### config.mk
export PLATFORM = sky130hd
export DESIGN_NAME = dbell_regs
export DESIGN_NICKNAME = d
export VERILOG_FILES = /design/src/rtl/dbell_pkg.sv /design/src/rtl/dbell_decode.sv /design/src/rtl/dbell_irq.sv /design/src/rtl/dbell_ring.sv /design/src/rtl/dbell_regs.sv
export SDC_FILE = /design/constraint.sdc
export NUM_CORES = 1
export LEC_CHECK = 0
export ABC_AREA = 1
export CELL_PAD_IN_SITES_DETAIL_PLACEMENT = 2
export CELL_PAD_IN_SITES_GLOBAL_PLACEMENT = 2
export CORE_UTILIZATION = 30
export DETAILED_ROUTE_END_ITERATION = 10
export PLACE_DENSITY = 0.95
export SETUP_SLACK_MARGIN = 0.02
export SYNTH_ARGS = -nofsm -noshare
export SYNTH_HDL_FRONTEND = slang
export SYNTH_SLANG_ARGS = --single-unit
### constraint.sdc
create_clock -name clk -period 6.37 [get_ports clk]
set_input_delay 1.274 -clock clk [delete_from_list [all_inputs] [get_ports clk]]
set_output_delay 1.274 -clock clk [all_outputs]
set_load 0.03 [all_outputs]
### src/rtl/dbell_pkg.sv
package dbell_pkg;

  localparam int DATA_W = 32;
  localparam int ADDR_W = 8;

  localparam logic [ADDR_W-1:0] OFS_MASK = 8'h00;
  localparam logic [ADDR_W-1:0] OFS_STAT = 8'h04;
  localparam logic [ADDR_W-1:0] OFS_POS  = 8'h08;
  localparam logic [ADDR_W-1:0] OFS_RING = 8'h0C;
  localparam logic [ADDR_W-1:0] WORD_MSK = 8'hFC;

  typedef enum logic [1:0] {
    SEL_NONE = 2'd0,
    SEL_MASK = 2'd1,
    SEL_STAT = 2'd2,
    SEL_POS  = 2'd3
  } rd_sel_e;

  typedef struct packed {
    logic wr_mask;
    logic wr_stat;
    logic rd_stat;
    logic wr_ring;
  } acc_t;

endpackage

### src/rtl/dbell_decode.sv
module dbell_decode
  import dbell_pkg::*;
(
  input  logic              wr,
  input  logic              rd,
  input  logic [ADDR_W-1:0] addr,
  output acc_t              acc,
  output rd_sel_e           rd_sel
);

  logic [ADDR_W-1:0] word;

  always_comb begin
    word   = addr & WORD_MSK;
    acc    = '0;
    rd_sel = SEL_NONE;
    unique case (word)
      OFS_MASK: begin
        acc.wr_mask = wr;
        rd_sel      = SEL_MASK;
      end
      OFS_STAT: begin
        acc.wr_stat = wr;
        acc.rd_stat = rd;
        rd_sel      = SEL_STAT;
      end
      OFS_POS: begin
        rd_sel = SEL_POS;
      end
      OFS_RING: begin
        acc.wr_ring = wr;
      end
      default: begin
        rd_sel = SEL_NONE;
      end
    endcase
  end

endmodule

### src/rtl/dbell_irq.sv
module dbell_irq
  import dbell_pkg::*;
#(
  parameter int EVT_W = 8
) (
  input  logic              clk,
  input  logic              rst_n,
  input  logic              wr_mask,
  input  logic              wr_stat,
  input  logic              rd_stat,
  input  logic [DATA_W-1:0] wdata,
  input  logic              evt_valid,
  input  logic [EVT_W-1:0]  evt_byte,
  output logic [DATA_W-1:0] mask_q,
  output logic [DATA_W-1:0] stat_q,
  output logic              irq
);

  localparam int PAD_W = DATA_W - EVT_W;

  logic [DATA_W-1:0] mask_d;
  logic [DATA_W-1:0] stat_d;
  logic              mask_en;
  logic              stat_en;
  logic [DATA_W-1:0] evt_word;

  assign evt_word = {{PAD_W{1'b0}}, evt_byte};

  always_comb begin
    mask_en = wr_mask;
    mask_d  = wdata;
  end

  always_comb begin
    stat_en = rd_stat | wr_stat | evt_valid;
    stat_d  = stat_q;
    if (rd_stat)   stat_d = '0;
    if (wr_stat)   stat_d = wdata;
    if (evt_valid) stat_d = evt_word;
  end

  always_ff @(posedge clk or negedge rst_n) begin
    if (!rst_n) begin
      mask_q <= '0;
    end else if (mask_en) begin
      mask_q <= mask_d;
    end
  end

  always_ff @(posedge clk or negedge rst_n) begin
    if (!rst_n) begin
      stat_q <= '0;
    end else if (stat_en) begin
      stat_q <= stat_d;
    end
  end

  assign irq = |(stat_q & mask_q);

  AST_STAT_CLEAR: assert property (@(posedge clk) disable iff (!rst_n)
    (rd_stat && !wr_stat && !evt_valid) |=> (stat_q == '0));

  AST_EVT_KEPT: assert property (@(posedge clk) disable iff (!rst_n)
    evt_valid |=> (stat_q == {{PAD_W{1'b0}}, $past(evt_byte)}));

  AST_MASK_HOLD: assert property (@(posedge clk) disable iff (!rst_n)
    !wr_mask |=> $stable(mask_q));

endmodule

### src/rtl/dbell_ring.sv
module dbell_ring #(
  parameter int NUM_PEERS = 4,
  parameter int DEST_W    = 16,
  parameter int VEC_W     = 8,
  parameter int PCNT_W    = 3
) (
  input  logic                       clk,
  input  logic                       rst_n,
  input  logic                       wr_ring,
  input  logic [DEST_W-1:0]          dest_in,
  input  logic [VEC_W-1:0]           vec_in,
  input  logic [PCNT_W-1:0]          peer_cnt,
  input  logic [NUM_PEERS*VEC_W-1:0] vec_cnt,
  output logic                       ring_pulse,
  output logic [DEST_W-1:0]          ring_dest,
  output logic [VEC_W-1:0]           ring_vec
);

  localparam int IDX_W = (NUM_PEERS > 1) ? $clog2(NUM_PEERS) : 1;
  localparam int CMP_W = DEST_W + 1;
  localparam logic [CMP_W-1:0] TAB_LIM = CMP_W'(NUM_PEERS);

  logic [VEC_W-1:0] cnt_arr [NUM_PEERS];

  for (genvar p = 0; p < NUM_PEERS; p++) begin : g_unpack
    assign cnt_arr[p] = vec_cnt[p*VEC_W +: VEC_W];
  end

  logic [CMP_W-1:0] dest_ext;
  logic [CMP_W-1:0] pcnt_ext;
  logic             dest_ok;
  logic [IDX_W-1:0] idx;
  logic [VEC_W-1:0] sel_cnt;
  logic             vec_ok;
  logic             fire;
  logic             pulse_d;
  logic             hold_en;

  always_comb begin
    dest_ext = {1'b0, dest_in};
    pcnt_ext = CMP_W'(peer_cnt);
    dest_ok  = (dest_ext < pcnt_ext) && (dest_ext < TAB_LIM);
    idx      = dest_in[IDX_W-1:0];
    sel_cnt  = dest_ok ? cnt_arr[idx] : '0;
    vec_ok   = vec_in < sel_cnt;
    fire     = wr_ring && dest_ok && vec_ok;
    pulse_d  = fire;
    hold_en  = fire;
  end

  always_ff @(posedge clk or negedge rst_n) begin
    if (!rst_n) begin
      ring_pulse <= 1'b0;
    end else begin
      ring_pulse <= pulse_d;
    end
  end

  always_ff @(posedge clk or negedge rst_n) begin
    if (!rst_n) begin
      ring_dest <= '0;
      ring_vec  <= '0;
    end else if (hold_en) begin
      ring_dest <= dest_in;
      ring_vec  <= vec_in;
    end
  end

  AST_RING_FROM_WRITE: assert property (@(posedge clk) disable iff (!rst_n)
    ring_pulse |-> $past(wr_ring));

  AST_RING_DEST_RANGE: assert property (@(posedge clk) disable iff (!rst_n)
    ring_pulse |-> ({1'b0, ring_dest} < CMP_W'($past(peer_cnt))));

endmodule

### src/rtl/dbell_regs.sv
module dbell_regs
  import dbell_pkg::*;
#(
  parameter int NUM_PEERS = 4,
  parameter int DEST_W    = 16,
  parameter int VEC_W     = 8,
  parameter int ID_W      = 16,
  parameter int EVT_W     = 8,
  parameter int PCNT_W    = $clog2(NUM_PEERS + 1)
) (
  input  logic                       clk,
  input  logic                       rst_n,
  input  logic                       bus_wr,
  input  logic                       bus_rd,
  input  logic [ADDR_W-1:0]          bus_addr,
  input  logic [DATA_W-1:0]          bus_wdata,
  output logic [DATA_W-1:0]          bus_rdata,
  output logic                       irq,
  input  logic                       evt_valid,
  input  logic [EVT_W-1:0]           evt_byte,
  input  logic                       shm_mapped,
  input  logic [ID_W-1:0]            node_id,
  input  logic [PCNT_W-1:0]          peer_cnt,
  input  logic [NUM_PEERS*VEC_W-1:0] vec_cnt,
  output logic                       ring_pulse,
  output logic [DEST_W-1:0]          ring_dest,
  output logic [VEC_W-1:0]           ring_vec
);

  localparam int DEST_LSB = DATA_W - DEST_W;
  localparam int ID_PAD   = DATA_W - ID_W;

  // reset: asynchronous assertion, synchronous release
  logic rst_meta;
  logic rst_sn;

  always_ff @(posedge clk or negedge rst_n) begin
    if (!rst_n) begin
      rst_meta <= 1'b0;
      rst_sn   <= 1'b0;
    end else begin
      rst_meta <= 1'b1;
      rst_sn   <= rst_meta;
    end
  end

  acc_t    acc;
  rd_sel_e rd_sel;

  dbell_decode u_decode (
    .wr     (bus_wr),
    .rd     (bus_rd),
    .addr   (bus_addr),
    .acc    (acc),
    .rd_sel (rd_sel)
  );

  logic [DATA_W-1:0] mask_q;
  logic [DATA_W-1:0] stat_q;

  dbell_irq #(.EVT_W(EVT_W)) u_irq (
    .clk       (clk),
    .rst_n     (rst_sn),
    .wr_mask   (acc.wr_mask),
    .wr_stat   (acc.wr_stat),
    .rd_stat   (acc.rd_stat),
    .wdata     (bus_wdata),
    .evt_valid (evt_valid),
    .evt_byte  (evt_byte),
    .mask_q    (mask_q),
    .stat_q    (stat_q),
    .irq       (irq)
  );

  dbell_ring #(
    .NUM_PEERS (NUM_PEERS),
    .DEST_W    (DEST_W),
    .VEC_W     (VEC_W),
    .PCNT_W    (PCNT_W)
  ) u_ring (
    .clk        (clk),
    .rst_n      (rst_sn),
    .wr_ring    (acc.wr_ring),
    .dest_in    (bus_wdata[DATA_W-1:DEST_LSB]),
    .vec_in     (bus_wdata[VEC_W-1:0]),
    .peer_cnt   (peer_cnt),
    .vec_cnt    (vec_cnt),
    .ring_pulse (ring_pulse),
    .ring_dest  (ring_dest),
    .ring_vec   (ring_vec)
  );

  logic [DATA_W-1:0] pos_word;
  logic [DATA_W-1:0] rdata_d;
  logic [DATA_W-1:0] rdata_q;
  logic              rdata_en;

  always_comb begin
    pos_word = shm_mapped ? {{ID_PAD{1'b0}}, node_id} : '1;
    rdata_en = bus_rd;
    unique case (rd_sel)
      SEL_MASK: rdata_d = mask_q;
      SEL_STAT: rdata_d = stat_q;
      SEL_POS:  rdata_d = pos_word;
      default:  rdata_d = '0;
    endcase
  end

  always_ff @(posedge clk or negedge rst_sn) begin
    if (!rst_sn) begin
      rdata_q <= '0;
    end else if (rdata_en) begin
      rdata_q <= rdata_d;
    end
  end

  assign bus_rdata = rdata_q;

  AST_RDATA_HOLD: assert property (@(posedge clk) disable iff (!rst_sn)
    !bus_rd |=> $stable(bus_rdata));

  AST_RDATA_STATUS: assert property (@(posedge clk) disable iff (!rst_sn)
    acc.rd_stat |=> (bus_rdata == $past(stat_q)));

endmodule

After elaboration in Yosys (flattened, before gate mapping)
Index checks and enable logic that the tools add are counted.

word-level totals
  register bits = 123
  output and inout port bits = 58
  bits of input ports = 105
  logic and storage cells = 42

operators by class
  multiplexer cells = 13
  bitwise operators = 4
  $lt $le $gt $ge = 4
  eq/ne operators = 6
  reduce and logical (&&, ||, !) cells = 7

operator list
  cell                 count
  $mux 32              4
  $pmux 32 s3          1
  $and 32x32->32       1
  $reduce_or 32->1     1
  $mux 8               3
  $bmux 8 s2           1
  $lt 16x3->1          1
  $lt 16x3->1 const B  1
  $eq 6x2->1 const B   2
  $logic_not 8->1      1
  $lt 8x8->1           1
  $eq 6x1->1 const B   1
  $pmux 2 s3           1
  $eq 2x2->1 const B   2
  $ge 3x3->1 const B   1
  $logic_and 1x1->1    3
  $not 2->3            1
  $reduce_bool 3->1    1
  $eq 2x1->1 const B   1
  $mux 1               2
  $mux 2               1
  $or 1x1->1           2
  $reduce_and 2->1     1

Logic depth before layout (Yosys ltp)
  word-level depth = 7
  mapped depth = 17
  mapped depth without buffers = 16

By module
A second synthesis with hierarchy kept.

second synthesis, totals
  cells, all modules = 826
  area total of the unflattened synthesis = 6581.3 µm²

by module, submodules not included
  module        area each (µm²)  cells each  instances
  dbell_irq     2851.5           305         1
  dbell_regs    2097.0           307         1
  dbell_ring    1567.8           198         1
  dbell_decode  65.1             16          1

Least setup slack after synthesis
No wires, ideal clock.

  path type = input-to-reg
  start point = in peer_cnt[1]
  end point = reg u_ring.ring_dest[0]
  stages on the path = 17
  data required time = 6.252 ns
  setup slack = 3.092 ns
  arrival = 3.160 ns
  cell sequence = inv_1 > ha_1 > a21boi_1 > o21ai_1 > nand3_1 > inv_1 > nand2_1 > ha_1 > nand2_1 > nand2_1 > nor3_1 > o2111ai_1 > nor2_1 > nand2_2 > buf_4 > nand2_1 > nand2_1

on the way
  word-level cells in the longest chain between the ends = 5

RTL lines
  item                   line              RTL
  from (decl)            dbell_regs.sv:23  input logic [PCNT_W-1:0] peer_cnt,
  $lt 16x3->1 (*)        dbell_ring.sv:42  dest_ok = (dest_ext < pcnt_ext) && (dest_ext < TAB_LIM);
  $logic_and 1x1->1 (*)  dbell_ring.sv:42
  $mux 8                 dbell_ring.sv:44  sel_cnt = dest_ok ? cnt_arr[idx] : '0;
  $lt 8x8->1             dbell_ring.sv:45  vec_ok = vec_in < sel_cnt;
  $logic_and 1x1->1 (*)  dbell_ring.sv:46  fire = wr_ring && dest_ok && vec_ok;
  to (signal assigned)   dbell_ring.sv:64  ring_dest <= dest_in;
  to (decl)              dbell_ring.sv:15  output logic [DEST_W-1:0] ring_dest,

Mark *: on every way between the ends. The rest lies on a longest branch, timed or not.
A chain may end at the register's enable or synchronous reset.

Worst setup path after layout
  start point = in bus_wdata[16]
  end point = reg u_ring.ring_dest[15]

on the way
  word-level cells in the longest chain between the ends = 7

RTL lines
  item                                                 line              RTL
  from (decl)                                          dbell_regs.sv:16  input logic [DATA_W-1:0] bus_wdata,
  branches (longest 6 deep; another with $lt 16x3->1)  --
  $logic_and 1x1->1 (*)                                dbell_ring.sv:46

Every way passes the cells marked *. The select of a mux whose other input is x is not followed.

==> flow_metrics.env <==
export IMPL_fin_crit_ns=4.449
export IMPL_cap_viol_max_count=0
export IMPL_io_pins=163
export IMPL_crit_path_end_kind="flop"
export IMPL_cts_tree="done"
export IMPL_cts_hold_buf=0
export IMPL_clk_pin_slew_ns=0.06
export IMPL_numCtsBuffers=17
export IMPL_power_density_nw_per_um2=257.3
export IMPL_setup_slack_ns=1.921
export IMPL_synth_xor_area_share_pct=0
export IMPL_status="completed"
export IMPL_synthAdderAreaFrac_pct=1.940
export IMPL_clock_sinks=123
export IMPL_synth_nets=801
export IMPL_ys_seq_area_share_pct=53.04
export IMPL_syn_area_um2=5803
export IMPL_vias=5595
export IMPL_grt_max_degree=68
export IMPL_critPathTopFamily="buffers and inverters"
export IMPL_syn_inst=687
export IMPL_final_common_cell="clkdlybuf4s50_1"
export IMPL_place_inst=1073
export IMPL_max_slew_margin_pct=17.78
export IMPL_h_tree_depth=4
export IMPL_final_cells=1105
export IMPL_synth_area_top_cells="dfrtp_1 (53%), nand2_1 (9.2%), o21ai_0 (7.5%)"
export IMPL_io_buffers=160
export IMPL_rows=50
export IMPL_rr_worst_depth=1
export IMPL_cp_data_required_time_ns=6.67
export IMPL_crit_path_frequent_cell="nand2_1"
export IMPL_crit_type="in2reg"
export IMPL_cts_root_buf="clkbuf_16"
export IMPL_wl_um=22570
export IMPL_dpl_instance_area_um2=7570
export IMPL_place_hpwl_um=15470
export IMPL_final_design_area_no_fill_um2=8200
export IMPL_place_ws_ns=1.486
export IMPL_globalplace_congestion=0.7461
export IMPL_ant_nets=0
export IMPL_cts_resized=0
export IMPL_critPathBufInv=5
export IMPL_arrival_ns=4.75
export IMPL_drive_above_1_share_pct=6.864
export IMPL_synth_top_family_by_area="compound AO/OA/AOI/OAI gates"
export IMPL_final_setup_skew_ns=0.01646
export IMPL_drc=0
export IMPL_grt_pass1_vias=6364
export IMPL_fin_crit_sh_pct=69.85
export IMPL_area_growth_pct=41.31
export IMPL_irDropWorstVdd_uv=168.8
export IMPL_cp_depth=17
export IMPL_r2r_start="rst_sn$_DFF_PN0_"
export IMPL_startpoint="bus_wdata[16]"
export IMPL_cts_buffer_depth=2
export IMPL_postCtsSetupBuffers=0
export IMPL_first_pass_iters=4
export IMPL_antenna_found_initial=0
export IMPL_p_total_mw=2.110
export IMPL_grt_total_usage_pct=23.80
export IMPL_crit_fanout=19
export IMPL_die_x_um=141.1
export IMPL_wl_per_cell_um=20.43
export IMPL_critPathSlowestCell="clkdlybuf4s50_1"
export IMPL_hold_path_startpoint="rst_meta$_DFF_PN0_"
export IMPL_first_iter_violations=268
export IMPL_start_util_pct=30.82
export IMPL_final_cell_mix="clkdlybuf4s50_1 (160), nand2_1 (143), dfrtp_1 (122), inv_1 (92), o21ai_0 (87)"
export IMPL_yosysWarnings=0
export IMPL_cp_start_kind="input pin"
export IMPL_hold_path_class="reg2reg"
export IMPL_hold_depth=0
export IMPL_synthSimpleGateAreaFrac_pct=15.27
export IMPL_ys_types=30
export IMPL_rsz0062_at_grt="false"
export IMPL_synth_mux_area_share_pct=0
export IMPL_antennaDiodeCount=0
export IMPL_synth_top_area_share_pct=53.04
export IMPL_dieArea_um2=19900
export IMPL_synth_compound_area_share_pct=19.92
export IMPL_syn_avg_cell_area_um2=8.447
export IMPL_setup_tns_final_ns=0
export IMPL_tightestPinTransition_ns=1.229
export IMPL_final_util_pct=43.55
export IMPL_grt_first_pass_wirelength_um=35620
export IMPL_cp_cell_sequence="clkdlybuf4s50_1, inv_6, a21boi_1, o21ai_1, nand3_1, inv_1, nand2_1, ha_1, nand2_1, nand2_1, nor3_1, o2111ai_1, nor2_1, buf_4, nand2_2, inv_4, nor2_1"
export IMPL_max_freq_ghz=0.2248
export IMPL_max_stage_delay_ns=0.77
export IMPL_clock_latency_ns=0.43
export IMPL_grt_ovfl_total=0
export IMPL_hold_viol_final=0
export IMPL_yosys_register_bits=123
export IMPL_setup_violations=0
export IMPL_yosys_area_top_type="dfrtp_1"
export IMPL_power_leakage_nw=3.691
export IMPL_die_y_um=141.1
export IMPL_layout_nets=946
export IMPL_avgViaCountPerCell=5.063
export IMPL_holdWs_ns=0.3636
export IMPL_coreArea_um2=18830
export IMPL_slew_viol_final=0
==> metal layers <==
metal / track usage [%] / vias to the layer above / part of all wire (%)
met5: 0 / - / 0
met4: 10.81 / 0 / 2.6
met2: 42.65 / 161 / 52
li1: - / 2549 / -
met1: 27.55 / 2849 / 41
met3: 4.246 / 36 / 4.0
==> sequential cells by signal, summed over array words and instances, names as in the netlist <==
| name | count |
|---|---|
| u_irq.stat_q | 32 |
| u_irq.mask_q | 32 |
| rst_meta | 1 |
| bus_rdata | 32 |
| u_ring.ring_pulse | 1 |
| rst_sn | 1 |
| u_ring.ring_vec | 8 |
| u_ring.ring_dest | 16 |
==> synth_stat cells <==
master and instances:
inv_6 1, clkbuf_1 18, or2_2 1, nand2_1 143, ha_1 9, o21ai_2 1, nor2_1 25, inv_2 3
nand2_2 4, nand2_4 1, o2111ai_1 2, a21oi_1 33, nor3_4 1, o221ai_1 8, inv_4 1, nand3_1 15
nand4_1 5, buf_6 5, a21boi_1 1, nor3_1 3, o22ai_1 31, o21ai_1 41, inv_1 93, conb_1 1
o21ai_0 87, buf_4 1, nor2_2 12, buf_2 12, a221oi_1 6, dfrtp_1 123
==> final timing paths <==
path / slack [ns] / endpoint
hold / removal: 0.36 / rst_sn$_DFF_PN0_
setup reg to reg: 4.54 / u_irq.stat_q[20]$_DFFE_PN0P_
max in group asynchronous: 4.54 / u_irq.stat_q[20]$_DFFE_PN0P_
hold reg to reg: 0.36 / rst_sn$_DFF_PN0_
min in group asynchronous: 0.40 / u_ring.ring_dest[1]$_DFFE_PN0P_
setup / recovery: 1.92 / u_ring.ring_dest[15]$_DFFE_PN0P_
==> power breakdown <==
| part | total (mW) | switching, mW | internal (mW) |
|---|---|---|---|
| Sequential | 0.854 | 0.0368 | 0.817 |
| Combinational | 0.207 | 0.110 | 0.0971 |
| Clock | 1.05 | 0.354 | 0.695 |
==> cell families after synthesis <==
family          Yosys count
flops                   123
simple gates            210
compound gates          210
other cells               1
buf+inv                 134
fa+ha+maj                 9
==> area by class of cell <==
| class | count | area, um^2 |
|---|---|---|
| Inverter | 98 | 375.4 |
| Clock inverter | 7 | 135.1 |
| Clock buffer | 25 | 495.5 |
| Tap cell | 260 | 325.3 |
| Sequential cell | 123 | 3082 |
| Fill cell | 2034 | 10630 |
| Timing Repair Buffer | 162 | 1617 |
| Multi-Input combinational cell | 430 | 2171 |
Note: power is estimated with default switching activity, not from simulation.
